--- src/rtl/ct_pkg.sv ---
package ct_pkg;
    typedef enum logic [1:0] {
        CT_IDLE,
        CT_FILL,
        CT_DRAIN,
        CT_FINISH
    } ct_state_e;
endpackage

--- src/rtl/ct_wr_seq.sv ---
module ct_wr_seq #(
    parameter int RANGE_W = 13,
    parameter int PULSE_W = 10,
    parameter int LIN_W   = 23,
    parameter int BURST   = 64,
    parameter int LEN_W   = 7
) (
    input  logic               clk,
    input  logic               rst_n,
    input  logic               load,
    input  logic               step,
    input  logic [RANGE_W-1:0] rows_len,
    input  logic [PULSE_W-1:0] pulses,
    output logic [LIN_W-1:0]   lin,
    output logic [LEN_W-1:0]   len,
    output logic               last
);
    logic [RANGE_W-1:0] col_q;
    logic [PULSE_W-1:0] row_q;
    logic [LIN_W-1:0]   lin_q;
    logic [RANGE_W-1:0] left;
    logic               row_end;

    always_comb begin
        left    = rows_len - col_q;
        row_end = (left <= RANGE_W'(BURST));
        len     = row_end ? left[LEN_W-1:0] : LEN_W'(BURST);
        last    = row_end && (row_q == pulses - PULSE_W'(1));
        lin     = lin_q;
    end

    always_ff @(posedge clk or negedge rst_n) begin
        if (!rst_n) begin
            col_q <= '0;
            row_q <= '0;
            lin_q <= '0;
        end else if (load) begin
            col_q <= '0;
            row_q <= '0;
            lin_q <= '0;
        end else if (step) begin
            lin_q <= lin_q + LIN_W'(len);
            if (row_end) begin
                col_q <= '0;
                row_q <= row_q + PULSE_W'(1);
            end else begin
                col_q <= col_q + RANGE_W'(BURST);
            end
        end
    end
endmodule

--- src/rtl/ct_rd_seq.sv ---
module ct_rd_seq #(
    parameter int RANGE_W = 13,
    parameter int PULSE_W = 10,
    parameter int LIN_W   = 23
) (
    input  logic               clk,
    input  logic               rst_n,
    input  logic               load,
    input  logic               step,
    input  logic [RANGE_W-1:0] rows_len,
    input  logic [PULSE_W-1:0] pulses,
    output logic [LIN_W-1:0]   lin,
    output logic               last
);
    logic [RANGE_W-1:0] bin_q;
    logic [PULSE_W-1:0] row_q;
    logic [LIN_W-1:0]   lin_q;
    logic               col_end;

    always_comb begin
        col_end = (row_q == pulses - PULSE_W'(1));
        last    = col_end && (bin_q == rows_len - RANGE_W'(1));
        lin     = lin_q;
    end

    always_ff @(posedge clk or negedge rst_n) begin
        if (!rst_n) begin
            bin_q <= '0;
            row_q <= '0;
            lin_q <= '0;
        end else if (load) begin
            bin_q <= '0;
            row_q <= '0;
            lin_q <= '0;
        end else if (step) begin
            if (col_end) begin
                row_q <= '0;
                bin_q <= bin_q + RANGE_W'(1);
                lin_q <= LIN_W'(bin_q) + LIN_W'(1);
            end else begin
                row_q <= row_q + PULSE_W'(1);
                lin_q <= lin_q + LIN_W'(rows_len);
            end
        end
    end
endmodule

--- src/rtl/ctaddr_gen.sv ---
module ctaddr_gen #(
    parameter int ADDR_W  = 32,
    parameter int RANGE_W = 13,
    parameter int PULSE_W = 10,
    parameter int BURST   = 64,
    localparam int LEN_W  = $clog2(BURST) + 1,
    localparam int LIN_W  = RANGE_W + PULSE_W
) (
    input  logic               clk,
    input  logic               rst_n,
    input  logic               start,
    input  logic [ADDR_W-1:0]  base_addr,
    input  logic [RANGE_W-1:0] num_range,
    input  logic [PULSE_W-1:0] num_pulse,
    output logic               cmd_valid,
    input  logic               cmd_ready,
    output logic               cmd_write,
    output logic [ADDR_W-1:0]  cmd_addr,
    output logic [LEN_W-1:0]   cmd_len,
    output logic               frame_done
);
    import ct_pkg::*;

    ct_state_e          state_q, state_d;
    logic [ADDR_W-1:0]  base_q;
    logic [RANGE_W-1:0] range_q;
    logic [PULSE_W-1:0] pulse_q;
    logic               accept;
    logic               hs;
    logic [LIN_W-1:0]   wr_lin, rd_lin, sel_lin;
    logic [LEN_W-1:0]   wr_len;
    logic               wr_last, rd_last;

    assign accept = start && (state_q == CT_IDLE);
    assign hs     = cmd_valid && cmd_ready;

    always_ff @(posedge clk or negedge rst_n) begin
        if (!rst_n) begin
            base_q  <= '0;
            range_q <= '0;
            pulse_q <= '0;
        end else if (accept) begin
            base_q  <= base_addr;
            range_q <= num_range;
            pulse_q <= num_pulse;
        end
    end

    ct_wr_seq #(
        .RANGE_W(RANGE_W), .PULSE_W(PULSE_W), .LIN_W(LIN_W),
        .BURST(BURST), .LEN_W(LEN_W)
    ) u_wr (
        .clk(clk), .rst_n(rst_n), .load(accept),
        .step(hs && (state_q == CT_FILL)),
        .rows_len(range_q), .pulses(pulse_q),
        .lin(wr_lin), .len(wr_len), .last(wr_last)
    );

    ct_rd_seq #(
        .RANGE_W(RANGE_W), .PULSE_W(PULSE_W), .LIN_W(LIN_W)
    ) u_rd (
        .clk(clk), .rst_n(rst_n), .load(accept),
        .step(hs && (state_q == CT_DRAIN)),
        .rows_len(range_q), .pulses(pulse_q),
        .lin(rd_lin), .last(rd_last)
    );

    always_ff @(posedge clk or negedge rst_n) begin
        if (!rst_n) state_q <= CT_IDLE;
        else        state_q <= state_d;
    end

    always_comb begin
        state_d = state_q;
        unique case (state_q)
            CT_IDLE:   if (start) state_d = CT_FILL;
            CT_FILL:   if (hs && wr_last) state_d = CT_DRAIN;
            CT_DRAIN:  if (hs && rd_last) state_d = CT_FINISH;
            CT_FINISH: state_d = CT_IDLE;
            default:   state_d = CT_IDLE;
        endcase
    end

    always_comb begin
        cmd_valid  = 1'b0;
        cmd_write  = 1'b0;
        cmd_len    = LEN_W'(1);
        sel_lin    = rd_lin;
        frame_done = 1'b0;
        unique case (state_q)
            CT_IDLE: ;
            CT_FILL: begin
                cmd_valid = 1'b1;
                cmd_write = 1'b1;
                cmd_len   = wr_len;
                sel_lin   = wr_lin;
            end
            CT_DRAIN:  cmd_valid = 1'b1;
            CT_FINISH: frame_done = 1'b1;
            default: ;
        endcase
        cmd_addr = base_q + ADDR_W'({sel_lin, 2'b00});
    end
endmodule

--- config.mk ---
export PLATFORM = sky130hd
export DESIGN_NAME = ctaddr_gen
export DESIGN_NICKNAME = d
export VERILOG_FILES = /design/src/rtl/ct_pkg.sv /design/src/rtl/ct_wr_seq.sv /design/src/rtl/ct_rd_seq.sv /design/src/rtl/ctaddr_gen.sv
export SDC_FILE = /design/constraint.sdc
export NUM_CORES = 1
export LEC_CHECK = 0
export ABC_CLOCK_PERIOD_IN_PS = 7400
export CORE_UTILIZATION = 25
export DETAILED_ROUTE_END_ITERATION = 16
export GPL_ROUTABILITY_DRIVEN = 0
export PLACE_DENSITY = 0.51
export SYNTH_ARGS = -nofsm -noshare
export SYNTH_HDL_FRONTEND = slang
export SYNTH_SLANG_ARGS = --single-unit
--- constraint.sdc ---
create_clock -name clk -period 7.4 [get_ports clk]
set_input_delay 1.11 -clock clk [delete_from_list [all_inputs] [get_ports clk]]
set_output_delay 1.11 -clock clk [all_outputs]
set_load 0.05 [all_outputs]
## After elaboration in Yosys (flattened, before gate mapping)

Cells that the tools add are included.
W data, S select, Z words.

| storage, ports and cells | value |
|---|---|
| flip-flop bits (word level) | 149 |
| input port bits | 59 |
| logic and storage cells | 75 |

| operators by class | value |
|---|---|
| add/sub/neg operators | 11 |
| $lt $le $gt $ge | 1 |
| equality and inequality tests | 9 |
| muxes and demuxes | 27 |
| reduce and logical (&&, ||, !) cells | 17 |

Operators with widths:

| cell | number |
|---|---|
| $mux W23 | 6 |
| $mux W13 | 6 |
| $mux W10 | 6 |
| $add A32 B25 Y32 | 1 |
| $add A23 B13 Y23 | 1 |
| $add A23 B7 Y23 | 1 |
| $add A10 B1 Y10 const B | 2 |
| $eq A10 B10 Y1 | 2 |
| $add A13 B1 Y14 const B | 1 |
| $mux W7 | 2 |
| $add A13 B1 Y13 const B | 1 |
| $add A13 B7 Y13 const B | 1 |
| $eq A13 B13 Y1 | 1 |
| $le A13 B7 Y1 const B | 1 |
| $sub A13 B1 Y13 const B | 1 |
| $sub A13 B13 Y13 | 1 |
| $sub A10 B1 Y10 const B | 1 |
| $logic_and A1 B1 Y1 | 8 |
| $pmux W2 S4 | 1 |
| $reduce_bool A2 Y1 | 4 |
| $mux W2 | 3 |
| $eq A2 B2 Y1 const B | 2 |
| $ne A2 B1 Y1 const B | 2 |
| $reduce_and A2 Y1 | 2 |
| other kinds (6) | 8 |

## Depth between registers and ports, before layout

Gate-level depths: netlist of the first run.

| logic depth | value |
|---|---|
| depth after elaboration | 7 |
| gate-level depth with buffers | 23 |
| gate-level depth less buffers | 19 |

## Hierarchy

Synthesis of the first run repeated with hierarchy kept, for this count alone.

| second synthesis, totals | value |
|---|---|
| cell total of the unflattened synthesis | 1,184 |
| area, all modules | 10,851.7 sq um |

Modules (own cells, without submodules):

| module | instances | cells an instance | area each (sq um) | seq. area each (sq um) |
|---|---|---|---|---|
| ct_rd_seq | 1 | 475 | 3,991.3 | 1,151.1 |
| ctaddr_gen | 1 | 369 | 3,885.0 | 1,426.4 |
| ct_wr_seq | 1 | 340 | 2,975.4 | 1,001.0 |

## Worst setup path before layout of the first run

No wires, ideal clock.

| path | value |
|---|---|
| kind | reg2out |
| start point | register state_q[1] |
| end point | output port cmd_addr[27] |
| arrival time | 4,852 ps |
| data required time | 6,290 ps |
| path slack | 1,438 ps |
| cell stages (with the launch flop) | 17 |
| path buffers | 2 |
| path through | dfrtp_1 > inv_1 > ha_1 > clkbuf_1 > clkbuf_1 > mux2_2 > ha_1 > a21o_1 > a21oi_1 > o211a_1 > o31ai_1 > nand4_1 > a311oi_1 > o21ai_0 > a21oi_1 > nand3_1 > xnor2_1 |

| on the way | value |
|---|---|
| cells in the longest elaborated chain, start to end | 3 |

Ends and longest elaborated chain:

| item | line | text |
|---|---|---|
| from (decl) | ctaddr_gen.sv:24 | `ct_state_e state_q, state_d;` |
| from (signal assigned) | ctaddr_gen.sv:70 | `else state_q <= state_d;` |
| $eq A2 B1 Y1 | ctaddr_gen.sv:90 | `unique case (state_q)` |
| $mux W23 | ctaddr_gen.sv:90 |  |
| $add A32 B25 Y32 | ctaddr_gen.sv:102 | `cmd_addr = base_q + ADDR_W'({sel_lin, 2'b00});` |
| to (decl) | ctaddr_gen.sv:18 | `output logic [ADDR_W-1:0] cmd_addr,` |

Every way passes these cells.

## Worst setup path after layout of the first run

| path | value |
|---|---|
| start point | register state_q[1] |
| end point | output port cmd_addr[31] |

The elaborated chain is that of the path after synthesis.

==> results of run 1 <==
## cells by family after synthesis
group,after synthesis,synth area share [%]
AO/OA/AOI/OAI,252,15.5
flip-flops,143,35.0
adder cells (fa/ha/maj),64,8.02
multiplexers,28,3.02
buffers and inverters,93,3.77
other,2,0.0734
XOR/XNOR,133,11.4
AND/OR/NAND/NOR,506,23.2
## layer usage
metal / wire length (um) / global-route usage, % / up-vias / share of wire (%)
met1: 14000 / 19.6 / 4208 / 47
met2: 14200 / 24.4 / 139 / 48
li1: - / - / 4399 / -
met5: 10 / 0 / - / 0.034
met3: 933 / 2.38 / 25 / 3.2
met4: 428 / 3.60 / 2 / 1.4
## final cells by class
type | count | area (um2)
tap | 525 | 657
clock buffer | 18 | 439
clock inverter | 13 | 150
multi-input combinational | 985 | 6280
fill | 4239 | 27700
timing repair buffer | 108 | 1060
inverter | 34 | 128
sequential | 143 | 3580
## cell usage after synthesis, types with 8 or more instances
cell type and n:
or2_2 9, and2_1 11, nor3_1 26, and3_1 29
nor2_1 89, mux2_2 23, ha_1 60, a21o_1 19
or3_1 18, nor2b_1 11, xnor2_1 58, a31oi_1 14
nand3_1 24, a211oi_1 20, nand4_1 19, nand2_1 222
dfrtp_1 143, inv_1 34, o21ai_0 59, xor2_1 75
nand2b_1 15, o31ai_1 12, clkbuf_1 50, or4_1 8
a21oi_1 80
## worst paths after layout
| check | slack, ns | to |
|---|---|---|
| max | 0.86 | cmd_addr[31] |
| min | 0.48 | base_q[0] |
| max reg2reg | 1.55 | u_wr.lin[22] |
| min reg2reg | 0.48 | base_q[0] |
| max in group asynchronous | 5.34 | base_q[4] |
| min in group asynchronous | 0.71 | range_q[11] |
## metrics by stage
stage	worst slack, ns	hold slack [ns]	utilization [%]	instance area [um2]	instances
CTS	0.850	0.484	30.7	12300	1826
global route	0.532	0.511	30.7	12300	1826
global placement	1.38	0.466	29.3	11700	1795
floorplan	1.44	0.447	-	10200	1221
detailed placement	1.35	0.472	29.3	11700	1795
finish	0.858	0.480	30.7	12300	1826
## critical path, cell delays in order, from the launching register on
cell             delay, ns
dfrtp_1               0.41
inv_1                 0.11
ha_1                  0.36
buf_4                 0.41
mux2_2                0.38
ha_1                  0.32
a21oi_1               0.09
o31ai_1               0.59
nand4_1               0.34
a311oi_1              0.34
o21ai_0               0.15
a21oi_1               0.35
nand3_1               0.16
xnor2_1               0.16
clkdlybuf4s50_1       0.82
## state kept, by name (all words and copies together) (netlist names)
name        flops
base_q         32
pulse_q        10
u_rd.row_q     10
u_rd.bin_q     13
state_q         2
u_wr.col_q      7
u_wr.lin       23
u_wr.row_q     10
range_q        13
u_rd.lin       23
## power by group
group	switching [W]	internal (W)
clock	0.000382	0.000511
sequential	0.000265	0.000983
combinational	0.00190	0.00114
total	0.00255	0.00264
## cells in the final DEF, fill, tap and decap left out, types with 6 or more instances in the layout
master	n
a211oi_1	20
xor2_1	75
nor4_1	6
dfrtp_1	143
nand2_1	221
nand3_1	24
nor3b_1	6
xnor2_1	58
nand2b_1	15
or4_1	8
mux2_2	23
buf_4	8
clkbuf_16	17
inv_1	34
nand4_1	19
clkdlybuf4s50_1	99
nor2_1	89
a21o_1	19
and3_1	29
nor3_1	25
ha_1	60
or2_2	9
o31ai_1	12
o21a_1	7
o21ai_0	59
or3_1	18
a31oi_1	14
and2_1	10
nor2b_1	11
o211ai_1	7
a21oi_1	80
==> metrics.log, run 1 <==
[metrics] total power draw: 0.00519 W
[metrics] router iterations before antenna repair: 4
[metrics] Peak Freq: around 150 MHz
[metrics] routed length per placed instance: ~16 um
[metrics] count of final setup violators: 0
[metrics] critical path peak fanout: 30
[metrics] DRC violations left: 0
[metrics] dominant cells by area after synthesis: dfrtp_1, nand2_1, ha_1
[metrics] Max Cap Violations: 0
[metrics] number of antenna violations at the first check in global routing: 1
[metrics] leftover overflow at the end of global routing: 0
[metrics] clock tree root driver cell: clkbuf_16
[metrics] antenna fix cells: 0
[metrics] Area growth syn-to-layout: 20.2%
[metrics] Die Span X: 204 um
[metrics] Rel. slew slack: 22.5%
[metrics] overall die area: between 40000 and 50000 um2
[metrics] initial cell density of the core: ~26%
[metrics] vertical die dimension: 204 um
[metrics] signal arrival time at the worst endpoint: 5.43 ns
[metrics] Mapped Cells: 1221
[metrics] top cell type's share of synthesized area: 35.0%
[metrics] # hold bufs at CTS: 0
[metrics] buffer count from post-CTS setup fixing: 0
[metrics] Primary FF master, synth: dfrtp_1
[metrics] leak pwr: 5.53 nW
[metrics] critical path start-end classification: reg -> out
[metrics] CTS buffer count: 17
[metrics] nets: between 1000 and 1500
[metrics] final number of hold-violating endpoints: 0
[metrics] TritonCTS clock tree: built
[metrics] Buffers on Ports: 100
[metrics] Req. time, crit path: 6.29 ns
[metrics] Max VDD drop: between 0.2 and 0.25 mV
[metrics] quantity of gates resized following cts: 0
[metrics] TritonCTS Sinks: 143
[metrics] final slew viol count: 0
[metrics] Routed WL: about 30000 um
[metrics] Worst Hold Depth: 2
[metrics] sequential area share after synthesis: 35.0%
[metrics] outcome: finished, final reports clean
[metrics] clock buffer depth: 2
[metrics] number of flops mapped to enable cells by yosys: 0
[metrics] core box area: 40000 um2
[metrics] via count of the first global-routing pass: 8657
[metrics] summed negative setup slack over all endpoints: 0 ns
[metrics] Setup crit end kind: output pin
[metrics] cell area power density: 422 nW/um2
[metrics] wire length of the first global-routing pass: 48100 um
[metrics] count of cell types in the netlist: 65
[metrics] skew final: 0.0105 ns
[metrics] Least-Margin Pin Slew: approximately 1.2 ns
[metrics] overall via count from detail_route: 8773
[metrics] largest area contributor in the synthesized netlist: dfrtp_1
[metrics] Total GRT Usage: ~15%
[metrics] Boundary Pins: around 100
[metrics] hold wc startpoint: base_q[0]
[metrics] class of the worst hold path: reg -> reg
[metrics] unrepaired setup endpoints after global routing: no
[metrics] net count of the mapped netlist: 1343
[metrics] area of the mapped netlist: about 10000 um2
[metrics] clock insertion delay at the later pin of the skew report: 0.43 ns
[metrics] largest net degree at the start of global routing: 93
[metrics] share of flip-flops with an asynchronous set or reset: 100%
[metrics] launch point of the worst path: state_q[1]
[metrics] H-tree levels: 4
[metrics] number of nets with antenna violations after routing: 0
[metrics] detailed-placement wirelength estimate: 21400 um
[metrics] number of warning messages in the yosys log: 0
[metrics] Post-Syn Area per Cell: 8.38 um2
[metrics] minimum period implied by the final worst setup slack: 6.54 ns
[metrics] drt via density: approximately 4.8
[metrics] kind of start point of the critical path: register
[metrics] launching point of the worst reg2reg path: range_q[8]
[metrics] Iter 0 DRT Violations: 461
[metrics] share of layout cells above drive strength 1: 6.38%
[metrics] cells on worst reg2reg path: 17
[metrics] clock transition time at the flip-flop clock pins of the worst setup and hold paths: 0.07 ns
[metrics] number of core rows: 73
[metrics] post-route clock period utilization: 88.4%
[metrics] post-synthesis register bit count: roughly 140
Power figures use the tool's default switching activity.
==> inputs of run 2 (changes only) <==
--- a/config.mk
+++ b/config.mk
@@ -6,10 +6,13 @@
 export NUM_CORES = 1
 export LEC_CHECK = 0
 export ABC_CLOCK_PERIOD_IN_PS = 7400
+export CELL_PAD_IN_SITES_DETAIL_PLACEMENT = 0
+export CELL_PAD_IN_SITES_GLOBAL_PLACEMENT = 1
 export CORE_UTILIZATION = 25
+export CTS_CLUSTER_DIAMETER = 200
 export DETAILED_ROUTE_END_ITERATION = 16
 export GPL_ROUTABILITY_DRIVEN = 0
-export PLACE_DENSITY = 0.51
+export PLACE_DENSITY = 0.61
 export SYNTH_ARGS = -nofsm -noshare
 export SYNTH_HDL_FRONTEND = slang
 export SYNTH_SLANG_ARGS = --single-unit
==> run 2 against run 1 <==
Die area unchanged; first-iteration DRC count increased by 12%; core utilization decreased by 0.050 points; count of clock-buffer cells in the layout increased by 3; non-clock buffer count increased by 3; sequential share of layout area about the same; critical path depth increased by 2; routed wire length decreased by 0.39%; worst setup slack got worse by 0.081 ns; global-route usage about the same; via count decreased by 1.3%.
==> metrics.log, run 2 (synthesized netlist as in run 1, its figures left out) <==
[metrics] post-route clock period utilization: 89.5%
[metrics] fillcell total: between 4000 and 5000
[metrics] TritonCTS clock tree: built
[metrics] clock tree root driver cell: clkbuf_16
[metrics] Max Cap Violations: 0
[metrics] share of layout cells above drive strength 1: 6.59%
[metrics] # hold bufs at CTS: 0
[metrics] vertical die dimension: ~200 um
[metrics] detailed-placement wirelength estimate: 20700 um
[metrics] final number of hold-violating endpoints: 0
[metrics] net load switching power: 0.00254 W
[metrics] H-tree levels: 4
[metrics] cell area power density: 417 nW/um2
[metrics] Rel. slew slack: 22.7%
[metrics] skew final: 0.0102 ns
[metrics] Least-Margin Pin Slew: 1.14 ns
[metrics] minimum period implied by the final worst setup slack: 6.62 ns
[metrics] Area growth syn-to-layout: 20.0%
[metrics] sum of met3 wire segment lengths after detailed routing: between 800 and 900 um
[metrics] routed length on met2: ~14000 um
[metrics] Iter 0 DRT Violations: 517
[metrics] highest metal layer with signal wires: met4
[metrics] overall via count from detail_route: 8660
[metrics] routed length per placed instance: approximately 16 um
[metrics] antenna fix cells: 0
[metrics] signal arrival time at the worst endpoint: approximately 5.5 ns
[metrics] register ranked first by flip-flop count: base_q
[metrics] buffer count from post-CTS setup fixing: 0
[metrics] highest-count cells in the layout ignoring fill and taps: nand2_1, dfrtp_1, clkdlybuf4s50_1, nor2_1, a21oi_1
[metrics] Setup crit end kind: output pin
[metrics] count of final setup violators: 0
[metrics] wire length of the first global-routing pass: around 48000 um
[metrics] leak pwr: 5.51 nW
[metrics] class of the worst hold path: reg -> reg
[metrics] placed inst area: 11700 um2
[metrics] Peak Freq: 151 MHz
[metrics] Boundary Pins: 101
[metrics] clock insertion delay at the later pin of the skew report: 0.43 ns
[metrics] Die Span X: between 200 and 250 um
[metrics] number of core rows: 73
[metrics] Total GRT Usage: 14.7%
[metrics] critical path peak fanout: 15
[metrics] Clk pwr share: between 10% and 20%
[metrics] nets: 1414
[metrics] outcome: finished, final reports clean
[metrics] combinational cell fraction of total power: 59.3%
[metrics] final instance area: around 12000 um2
[metrics] summed negative setup slack over all endpoints: 0 ns
[metrics] switching share of power: approximately 50%
[metrics] max reg flops: 32
[metrics] largest stage delay on the critical path: 0.82 ns
[metrics] overall die area: 41700 um2
[metrics] most common cell after layout, fill and taps aside: nand2_1
[metrics] cell chain of the critical path: inv_1, ha_2, buf_4, mux2_2, ha_1, o21ai_0, nand2b_1, a21oi_1, o31ai_1, nand4_1, a311oi_1, o21ai_0, a21oi_1, nand3_1, xnor2_1, clkdlybuf4s50_1
[metrics] met1 wire length: 14500 um
[metrics] critical path start-end classification: reg -> out
[metrics] quantity of gates resized following cts: 0
[metrics] total power draw: 0.00513 W
[metrics] largest net degree at the start of global routing: 90
[metrics] TritonCTS Sinks: 143
[metrics] number of nets with antenna violations after routing: 0
[metrics] initial cell density of the core: 25.6%
[metrics] sequential cell fraction of total power: between 20% and 30%
[metrics] final slew viol count: 0
[metrics] clock buffer depth: 2
[metrics] internal power: 0.00258 W
[metrics] CTS buffer count: 17
[metrics] DRC violations left: 0
[metrics] router iterations before antenna repair: 4
[metrics] drt via density: between 4 and 5
[metrics] number of antenna violations at the first check in global routing: 0
[metrics] kind of start point of the critical path: register
[metrics] unrepaired setup endpoints after global routing: no
[metrics] Max VDD drop: 0.199 mV
[metrics] leftover overflow at the end of global routing: 0
[metrics] via count of the first global-routing pass: 8716
[metrics] core box area: 40000 um2
[metrics] library cell contributing the largest single delay on the critical path: clkdlybuf4s50_1
[metrics] Routed WL: 29500 um
[metrics] clock transition time at the flip-flop clock pins of the worst setup and hold paths: about 0.070 ns
[metrics] Buffers on Ports: 100
[metrics] Req. time, crit path: roughly 6.3 ns
-- run 2: per-layer routing --
metal / vias to the layer above / track usage, %
li1: 4395 / -
met1: 4134 / 20.2
met2: 112 / 23.9
met3: 19 / 2.38
met4: 0 / 3.38
met5: - / 0
-- run 2: power by group through the flow --
stage | clock [W] | combinational [W] | sequential (W)
floorplan | 0 | 0.00231 | 0.00114
global placement | 0 | 0.00304 | 0.00128
detailed placement | 0 | 0.00306 | 0.00128
CTS | 0.000850 | 0.00308 | 0.00127
global route | 0.000877 | 0.00338 | 0.00130
finish | 0.000821 | 0.00304 | 0.00126
-- run 2: path summary, 6_finish.rpt --
check | from | end | slack (ns) | depth (start not counted)
setup reg to reg | range_q[6] | u_wr.lin[22] | 1.88 | 18
setup / recovery | state_q[1] | cmd_addr[31] | 0.78 | 16
min in group asynchronous | rst_n | base_q[0] | 0.70 | 1
hold / removal | u_rd.lin[22] | u_rd.lin[22] | 0.48 | 1
hold reg to reg | u_rd.lin[22] | u_rd.lin[22] | 0.48 | 1
max in group asynchronous | rst_n | u_wr.lin[21] | 5.27 | 2
-- run 2: layout make-up --
type	instances	area [um2]	share of cell area, %
Timing Repair Buffer	111	1080	8.84
Inverter	34	128	1.04
Clock inverter	11	83.8	0.683
Tap cell	525	657	5.35
Clock buffer	21	460	3.75
Multi-Input combinational cell	985	6290	51.2
Sequential cell	143	3580	29.1
-- run 2: worst max-delay path, delay by kind of cell, from the launching register on --
| kind | cells | cell delay, ns |
|---|---|---|
| AO/OA/AOI/OAI | 6 | 1.58 |
| buffers and inverters | 3 | 1.18 |
| adder cells (fa/ha/maj) | 2 | 0.79 |
| AND/OR/NAND/NOR | 3 | 0.60 |
| flip-flops | 1 | 0.41 |
| multiplexers | 1 | 0.35 |
| XOR/XNOR | 1 | 0.16 |
-- run 2: per-stage QoR --
| step | utilization (%) | worst slack, ns | hold slack, ns | cells |
|---|---|---|---|---|
| floorplan | - | 1.44 | 0.447 | 1221 |
| global placement | 29.3 | 1.09 | 0.457 | 1798 |
| detailed placement | 29.3 | 1.03 | 0.472 | 1798 |
| CTS | 30.7 | 0.505 | 0.483 | 1830 |
| global route | 30.7 | 0.251 | 0.497 | 1830 |
| finish | 30.7 | 0.777 | 0.478 | 1830 |
==> inputs of run 3 (changes only) <==
--- a/config.mk
+++ b/config.mk
@@ -12,6 +12,7 @@
 export CTS_CLUSTER_DIAMETER = 200
 export DETAILED_ROUTE_END_ITERATION = 16
 export GPL_ROUTABILITY_DRIVEN = 0
+export HOLD_SLACK_MARGIN = 0.12
 export PLACE_DENSITY = 0.61
 export SYNTH_ARGS = -nofsm -noshare
 export SYNTH_HDL_FRONTEND = slang
==> results of run 3 <==
No change in the layout: final DEF, timing and power equal those of run 2.
